`config.mk`:
```
export PLATFORM = sky130hd
export DESIGN_NAME = cond_decoder
export DESIGN_NICKNAME = d
export VERILOG_FILES = /design/src/rtl/cond_decoder_pkg.sv /design/src/rtl/cdec_word_bank.sv /design/src/rtl/cdec_field_split.sv /design/src/rtl/cdec_cond_eval.sv /design/src/rtl/cond_decoder.sv
export SDC_FILE = /design/constraint.sdc
export NUM_CORES = 1
export LEC_CHECK = 0
export ABC_CLOCK_PERIOD_IN_PS = 1400
export BUFFER_PORTS_ARGS = -buffer_cell sky130_fd_sc_hd__clkbuf_2
export CORE_ASPECT_RATIO = 1.75
export CORE_UTILIZATION = 53
export DETAILED_ROUTE_END_ITERATION = 12
export PLACE_DENSITY = 0.82
export SYNTH_ARGS = -nofsm -noshare
export SYNTH_HDL_FRONTEND = slang
export SYNTH_SLANG_ARGS = --single-unit
```
`constraint.sdc`:
```
create_clock -name clk -period 1.4 [get_ports clk]
set_input_delay 0.07 -clock clk [delete_from_list [all_inputs] [get_ports clk]]
set_output_delay 0.07 -clock clk [all_outputs]
set_load 0.05 [all_outputs]
```
`src/rtl/cond_decoder_pkg.sv`:
```
package cond_decoder_pkg;
  localparam int unsigned WORD_W   = 32;
  localparam int unsigned N_GROUPS = 4;
  localparam int unsigned N_SRC    = 2 * N_GROUPS + 2;
  // source index layout inside the evaluator
  localparam int unsigned SRC_TMR  = 2 * N_GROUPS;
  localparam int unsigned SRC_CNT  = 2 * N_GROUPS + 1;
  // fixed decode-word bit positions
  localparam int unsigned B_TMR_POL = 16;
  localparam int unsigned B_TMR_ACT = 17;
  localparam int unsigned B_CNT_POL = 20;
  localparam int unsigned B_CNT_ACT = 21;
  localparam int unsigned B_INVERT  = 24;

  typedef logic [WORD_W-1:0] dword_t;
  typedef logic [N_SRC-1:0]  srcvec_t;
endpackage

```
`src/rtl/cdec_word_bank.sv`:
```
module cdec_word_bank
  import cond_decoder_pkg::*;
#(
  parameter int unsigned NUM_COND = 6,
  parameter int unsigned ADDR_W   = (NUM_COND > 1) ? $clog2(NUM_COND) : 1
) (
  input  logic                        clk,
  input  logic                        rst_n,
  input  logic                        wr_en,
  input  logic [ADDR_W-1:0]           wr_addr,
  input  dword_t                      wr_data,
  output logic [NUM_COND-1:0][WORD_W-1:0] words_o
);
  logic [NUM_COND-1:0][WORD_W-1:0] words_q;
  logic [NUM_COND-1:0][WORD_W-1:0] words_d;
  logic [NUM_COND-1:0]             slot_we;

  // per-slot write enables; addresses past the last slot match nothing
  for (genvar k = 0; k < NUM_COND; k++) begin : g_sel
    assign slot_we[k] = wr_en && (wr_addr == ADDR_W'(k));
  end

  always_comb begin
    words_d = words_q;
    for (int k = 0; k < NUM_COND; k++) begin
      if (slot_we[k]) words_d[k] = wr_data;
    end
  end

  always_ff @(posedge clk or negedge rst_n) begin
    if (!rst_n) begin
      words_q <= '0;
    end else if (wr_en) begin
      words_q <= words_d;
    end
  end

  assign words_o = words_q;
endmodule

```
`src/rtl/cdec_field_split.sv`:
```
module cdec_field_split
  import cond_decoder_pkg::*;
(
  input  dword_t  word_i,
  output srcvec_t act_o,
  output srcvec_t pol_o,
  output logic    inv_o
);
  // group g: even index = AND output, odd index = OR output
  for (genvar g = 0; g < N_GROUPS; g++) begin : g_grp
    assign pol_o[2*g]   = word_i[4*g];
    assign act_o[2*g]   = word_i[4*g+1];
    assign pol_o[2*g+1] = word_i[4*g+2];
    assign act_o[2*g+1] = word_i[4*g+3];
  end
  assign act_o[SRC_TMR] = word_i[B_TMR_ACT];
  assign pol_o[SRC_TMR] = word_i[B_TMR_POL];
  assign act_o[SRC_CNT] = word_i[B_CNT_ACT];
  assign pol_o[SRC_CNT] = word_i[B_CNT_POL];
  assign inv_o          = word_i[B_INVERT];
endmodule

```
`src/rtl/cdec_cond_eval.sv`:
```
module cdec_cond_eval
  import cond_decoder_pkg::*;
(
  input  srcvec_t src_i,
  input  srcvec_t act_i,
  input  srcvec_t pol_i,
  input  logic    inv_i,
  output logic    hit_o
);
  logic any_act;
  logic mismatch;
  always_comb begin
    any_act  = |act_i;
    mismatch = |(act_i & (src_i ^ pol_i));
    hit_o    = (any_act & ~mismatch) ^ inv_i;
  end
endmodule

```
`src/rtl/cond_decoder.sv`:
```
module cond_decoder
  import cond_decoder_pkg::*;
#(
  parameter int unsigned NUM_COND = 6,
  parameter int unsigned ADDR_W   = (NUM_COND > 1) ? $clog2(NUM_COND) : 1
) (
  input  logic                clk,
  input  logic                rst_n,
  input  logic                wr_en,
  input  logic [ADDR_W-1:0]   wr_addr,
  input  logic [31:0]         wr_data,
  input  logic [3:0]          grp_and,
  input  logic [3:0]          grp_or,
  input  logic                tmr_hit,
  input  logic                cnt_hit,
  output logic [NUM_COND-1:0] cond_true
);
  logic [NUM_COND-1:0][WORD_W-1:0] words_q;
  srcvec_t                         src_vec;
  logic [NUM_COND-1:0]             hit_d;
  logic [NUM_COND-1:0]             hit_q;

  cdec_word_bank #(.NUM_COND(NUM_COND), .ADDR_W(ADDR_W)) u_bank (
    .clk     (clk),
    .rst_n   (rst_n),
    .wr_en   (wr_en),
    .wr_addr (wr_addr),
    .wr_data (wr_data),
    .words_o (words_q)
  );

  for (genvar g = 0; g < N_GROUPS; g++) begin : g_src
    assign src_vec[2*g]   = grp_and[g];
    assign src_vec[2*g+1] = grp_or[g];
  end
  assign src_vec[SRC_TMR] = tmr_hit;
  assign src_vec[SRC_CNT] = cnt_hit;

  for (genvar k = 0; k < NUM_COND; k++) begin : g_cond
    srcvec_t act;
    srcvec_t pol;
    logic    inv;
    cdec_field_split u_split (
      .word_i (words_q[k]),
      .act_o  (act),
      .pol_o  (pol),
      .inv_o  (inv)
    );
    cdec_cond_eval u_eval (
      .src_i (src_vec),
      .act_i (act),
      .pol_i (pol),
      .inv_i (inv),
      .hit_o (hit_d[k])
    );
  end

  always_ff @(posedge clk or negedge rst_n) begin
    if (!rst_n) hit_q <= '0;
    else        hit_q <= hit_d;
  end

  assign cond_true = hit_q;
endmodule

```
Word-level counts from Yosys, hierarchy flattened
Index checks and enable logic that the tools add are counted.
{"block": "word_totals", "reg_bits": 156, "latch_bits": 0, "ramBits": 0, "romBits": 0, "in_bits": 48, "out_inout_bits": 6, "wordCells": 67, "memories": 0}
{"block": "classes", "add_sub_neg": 0, "n_mul": 0, "n_div": 0, "n_lt_le_gt_ge": 0, "n_eq_ne": 5, "shift": 0, "n_mux": 0, "bitwise": 30, "n_reduce_logical": 25}
{"cell": "10-bit OR reduction", "n": 12}
{"cell": "10-bit bitwise AND", "n": 6}
{"cell": "10-bit XOR", "n": 6}
{"cell": "2-bit AND reduction", "n": 6}
{"cell": "1-bit bitwise AND", "n": 6}
{"cell": "3-bit by 2-bit equality test with 1-bit output, second input constant", "n": 2}
{"cell": "3-bit equality test, second input constant", "n": 2}
{"cell": "1-bit logical AND", "n": 6}
{"cell": "1-bit inverter", "n": 6}
{"cell": "1-bit XOR", "n": 6}
{"cell": "3-bit by 1-bit equality test with 1-bit output, second input constant", "n": 1}
{"cell": "3-bit zero test", "n": 1}

Longest topological paths before layout
{"block": "depth", "ltp_word": 6, "depth_mapped": 6, "ltp_nobuf": 5}

By module
From an unflattened synthesis, not the netlist that was laid out.
{"block": "hier_totals", "cells_unflattened": 664, "area_unflattened_um2": 9604.2}
{"module": "cdec_word_bank", "n_inst": 1, "cells_per_inst": 412, "area_per_inst_um2": 7457.2}
{"module": "cdec_cond_eval", "n_inst": 6, "cells_per_inst": 20, "area_per_inst_um2": 175.2}
{"module": "cdec_field_split", "n_inst": 6, "cells_per_inst": 21, "area_per_inst_um2": 157.7}
{"module": "cond_decoder", "n_inst": 1, "cells_per_inst": 6, "area_per_inst_um2": 150.1}

Worst setup path after synthesis
Ideal clock, no wire load.
{"block": "synth_path", "path_kind": "reg-to-reg", "start": "register u_bank.words_q, in the netlist u_bank.words_o[43]", "end": "register hit_q[1] (netlist: cond_true[1])", "arrival_ns": 1.350, "required_time_ns": 1.320, "slack_ns": -0.030, "path_stages_with_launch": 6, "period_less_slack_ns": 1.430, "cell_sequence": "dfrtp_1 -> or4_4 -> nor4_2 -> a221oi_1 -> nand4_1 -> xnor2_1"}
{"block": "synth_between", "elab_chain_len": 5}
{"element": "start, declared", "line": "cdec_word_bank.sv:14", "source": "logic [NUM_COND-1:0][WORD_W-1:0] words_q;"}
{"element": "start signal, assigned", "line": "cdec_word_bank.sv:34", "source": "words_q <= words_d;"}
{"element": "10-bit bitwise AND", "line": "cdec_cond_eval.sv:14", "source": "mismatch = |(act_i & (src_i ^ pol_i));"}
{"element": "10-bit OR reduction", "line": "cdec_cond_eval.sv:14"}
{"element": "1-bit inverter", "line": "cdec_cond_eval.sv:15", "source": "hit_o = (any_act & ~mismatch) ^ inv_i;"}
{"element": "1-bit bitwise AND *", "line": "cdec_cond_eval.sv:15"}
{"element": "1-bit XOR *", "line": "cdec_cond_eval.sv:15"}
{"element": "named net g_cond[1].u_eval.hit_o", "line": "cdec_cond_eval.sv:8", "source": "output logic hit_o"}
{"element": "end signal, assigned", "line": "cond_decoder.sv:60", "source": "else hit_q <= hit_d;"}
{"element": "end, declared", "line": "cond_decoder.sv:21", "source": "logic [NUM_COND-1:0] hit_q;"}
The timed path passes the listed nets; every way through them passes the cells marked *.
A chain may end at the register's enable or synchronous reset.

Worst setup path in the final report
{"block": "layout_path", "start": "register u_bank.words_q, in the netlist u_bank.words_o[105]", "end": "register hit_q[3] (netlist: cond_true[3])"}
{"block": "layout_between", "elab_chain_len": 5}
{"element": "10-bit bitwise AND", "line": "cdec_cond_eval.sv:14"}
{"element": "10-bit OR reduction", "line": "cdec_cond_eval.sv:14"}
{"element": "1-bit inverter", "line": "cdec_cond_eval.sv:15"}
{"element": "1-bit bitwise AND *", "line": "cdec_cond_eval.sv:15"}
{"element": "1-bit XOR *", "line": "cdec_cond_eval.sv:15"}
{"element": "named net g_cond[3].u_eval.hit_o", "line": "cdec_cond_eval.sv:8"}
Marks and branches as above.

==> impl_metrics.ini <==
[outcome]
outcome = finished, violations left
violations = negative setup slack

[route]
drt_iter0_drc = 287
detailedRoute.firstPassIterationCount = 4
drt_wl_total_um = 15280
drc = 0
routedWlPerCell_um = 23.58
vias_per_cell = 5.960
dr_total_vias = 3862
drt.antenna.violating_nets = 0

[grt]
grt_use_total_pct = 29.23
wire_length_of_the_first_global_routing_pass_um = 23640
grt_max_degree = 60
number_of_antenna_violations_at_the_first_check_in_global_routing = 0
first_global_vias = 4248
grt.overflow.total = 0

[floorplanning]
die_h_um = 142.2
floorplan.die_area_sq_mm = 0.01168
io_pins = 54
rows = 50
floorplan.initialDensity_pct = 55.02
area_of_the_placeable_core_sq_mm = 0.01082
die_width_um = 82.13

[worst_setup_path]
ff2ff_setup_slack_ns = -0.22
worst-endpoint-required_ns = 1.73
crit_path_end_kind = flip-flop
r2r.worst_path.cells = 5
crit_path_start_kind = flip-flop
r2r_start = u_bank.words_o[105]$_DFFE_PN0P_
worstSetupPathType = reg -> reg
crit_arrival_ns = 1.95
r2r_end = cond_true[3]$_DFF_PN0_
timing.critical_path.fanout_max = 2

[sta]
min_setup_slack_post_route_ns = -0.2227
setup-tns-final_ns = -0.9377
worst-slew-pin-transition_ns = 0.4743
final_period_minus_worst_setup_slack_ns = 1.623
timing.clock.skew_ns = 0.005349
maxClockFrequency_mhz = 616.2
final_max_slew_viol_count = 0
worst_slew_margin_rel_pct = 68.27
grt_setup_unrepaired = yes
fin_crit_sh_pct = 115.9
finalSetupViolations = 6
hold_viol_final = 0

[synth]
synth_enable_flop_cells = 0
post_synth_most_frequent_cells = dfrtp_1, mux2_2, xor2_1
synthMostInstantiatedCell = dfrtp_1
synth_area_leaders = dfrtp_1, mux2_2, xor2_1, a221oi_1, a22oi_1
synth-warning-count = 0
syn-cell-area_sq_mm = 0.005954
ys_seq_elements = 132
synth_cell_type_count = 20
synth_flop_cell = dfrtp_1
syn_nets = 455
synth_largest_type_area_fraction_pct = 55.47
post_synth_inst_count = 407
synth_area_leader_cell = dfrtp_1
postSynth.asyncResetShare_pct = 100.0
average_instance_area_after_synthesis_sq_um = 14.63
ys_seq_area_share_pct = 55.47

[cts]
cts_max_path_buffers = 2
cts_htree_levels = 4
cts_tree = built
cts_made_buffers = 17
cts_sinks = 132
root_buffer_cell = clkbuf_16
clock_insertion_delay_worst_skew_ns = 0.41
clk_pin_slew_ns = 0.06

[worst_hold_path]
min_to = u_bank.words_o[160]$_DFFE_PN0P_
hold_start = wr_data[0]
hold_path_depth = 2
kind_of_path_behind_the_tightest_hold_check = in -> reg

[finish]
diodes = 0
layout.nets = 553
synthToLayoutAreaGrowth_pct = 26.64
multiInputGateArea_sq_mm = 0.002645
area.sequential_sq_mm = 0.003303
final.fill_count = 686
post_route_cells_drive_above_1_share_pct = 53.67

[placed_design]
hpwl_um = 10510
io_buffers = 42
routabilityCongestion = 0.8649

[pwr]
design_power_total_w = 0.01339
peak_supply_drop_v = 0.001206
ratio_of_total_power_to_cell_area_mw_per_mm2 = 1776
static_leak_nw = 3.350

[job]
max_cap_violation_count = 0
## worst max-delay path: stages (launching register included)
cell      delay, ns
dfrtp_1        0.39
or4_4          0.53
nor4_2         0.24
a221oi_1       0.10
nand4_1        0.14
xnor2_1        0.15
## sequential cells by signal (all words and copies together), names as in the netlist
| name | cells |
|---|---|
| cond_true | 6 |
| u_bank.words_o | 126 |
## layer usage
metal,routed length [um],global-route usage (%)
met2,8177,47.80
met3,672,6.859
met5,0,0
met4,890,19.02
met1,5539,33.30
## layout make-up
type	count	area share, %
Tap cell	130	2.157
Timing Repair Buffer	101	10.22
Multi-Input combinational cell	253	35.08
Sequential cell	132	43.80
Clock inverter	10	2.323
Clock buffer	22	6.421
## cells in the final DEF, fill, tap and decap left out, drive strengths merged
master / netlist / routed
dfrtp: 132 / 132
mux2: 126 / 126
clkbuf: 5 / 63
xor2: 60 / 60
buf: 17 / 54
a22oi: 12 / 12
a221oi: 12 / 12
or4: 12 / 12
a22o: 6 / 6
nand4: 6 / 6
xnor2: 6 / 6
dlygate4sd3: 0 / 6
nor4: 6 / 6
clkinv: 0 / 5
bufinv: 0 / 5
and4bb: 2 / 2
nand4b: 2 / 2
nor4b: 1 / 1
nand2: 1 / 1
nor3: 1 / 1
## power by group
group	switching, W	total (W)	internal [W]
Combinational	0.00155	0.00314	0.00159
Sequential	0.000646	0.00536	0.00471
Clock	0.00156	0.00489	0.00333
## per-stage QoR
stage / setup WS, ns / util, % / instance area [sq um] / hold slack, ns / cells
after floorplan: -0.02842 / - / 5954 / -0.2256 / 407
after global placement: -0.1309 / 61.94 / 6704 / -0.03287 / 607
after detailed placement: -0.1730 / 61.94 / 6704 / -0.02522 / 607
after CTS: -0.1893 / 69.17 / 7486 / 0.001181 / 648
after global routing: -0.2586 / 69.68 / 7541 / 0.02004 / 648
final: -0.2227 / 69.68 / 7541 / 0.01599 / 648
## how the worst max path moves through the flow
stage | endpoint | start | slack (ns) | cells after the start
floorplan | cond_true[1]$_DFF_PN0_ | u_bank.words_o[37]$_DFFE_PN0P_ | -0.03 | 5
global placement | cond_true[2]$_DFF_PN0_ | u_bank.words_o[69]$_DFFE_PN0P_ | -0.13 | 5
detailed placement | cond_true[2]$_DFF_PN0_ | u_bank.words_o[69]$_DFFE_PN0P_ | -0.17 | 5
CTS | cond_true[1]$_DFF_PN0_ | u_bank.words_o[41]$_DFFE_PN0P_ | -0.19 | 5
global route | cond_true[3]$_DFF_PN0_ | u_bank.words_o[105]$_DFFE_PN0P_ | -0.26 | 5
finish | cond_true[3]$_DFF_PN0_ | u_bank.words_o[105]$_DFFE_PN0P_ | -0.22 | 5
## what timing repair did
action | CTS | global route
hold buffers | 6 | 0
endpoints found under the setup margin | 6 | 6
buffers inserted | 3 | 0
endpoints found under the hold margin | 159 | 0
gates resized for setup | 6 | 8
pin swaps | 18 | 8
## cells by family after synthesis
family | after synthesis | synth area share, %
compound gates | 30 | 4.161
flops | 132 | 55.47
simple gates | 31 | 4.896
xor+xnor | 66 | 9.708
buf+inv | 22 | 1.933
mux | 126 | 23.83
Note: power is estimated with default switching activity, not from simulation.
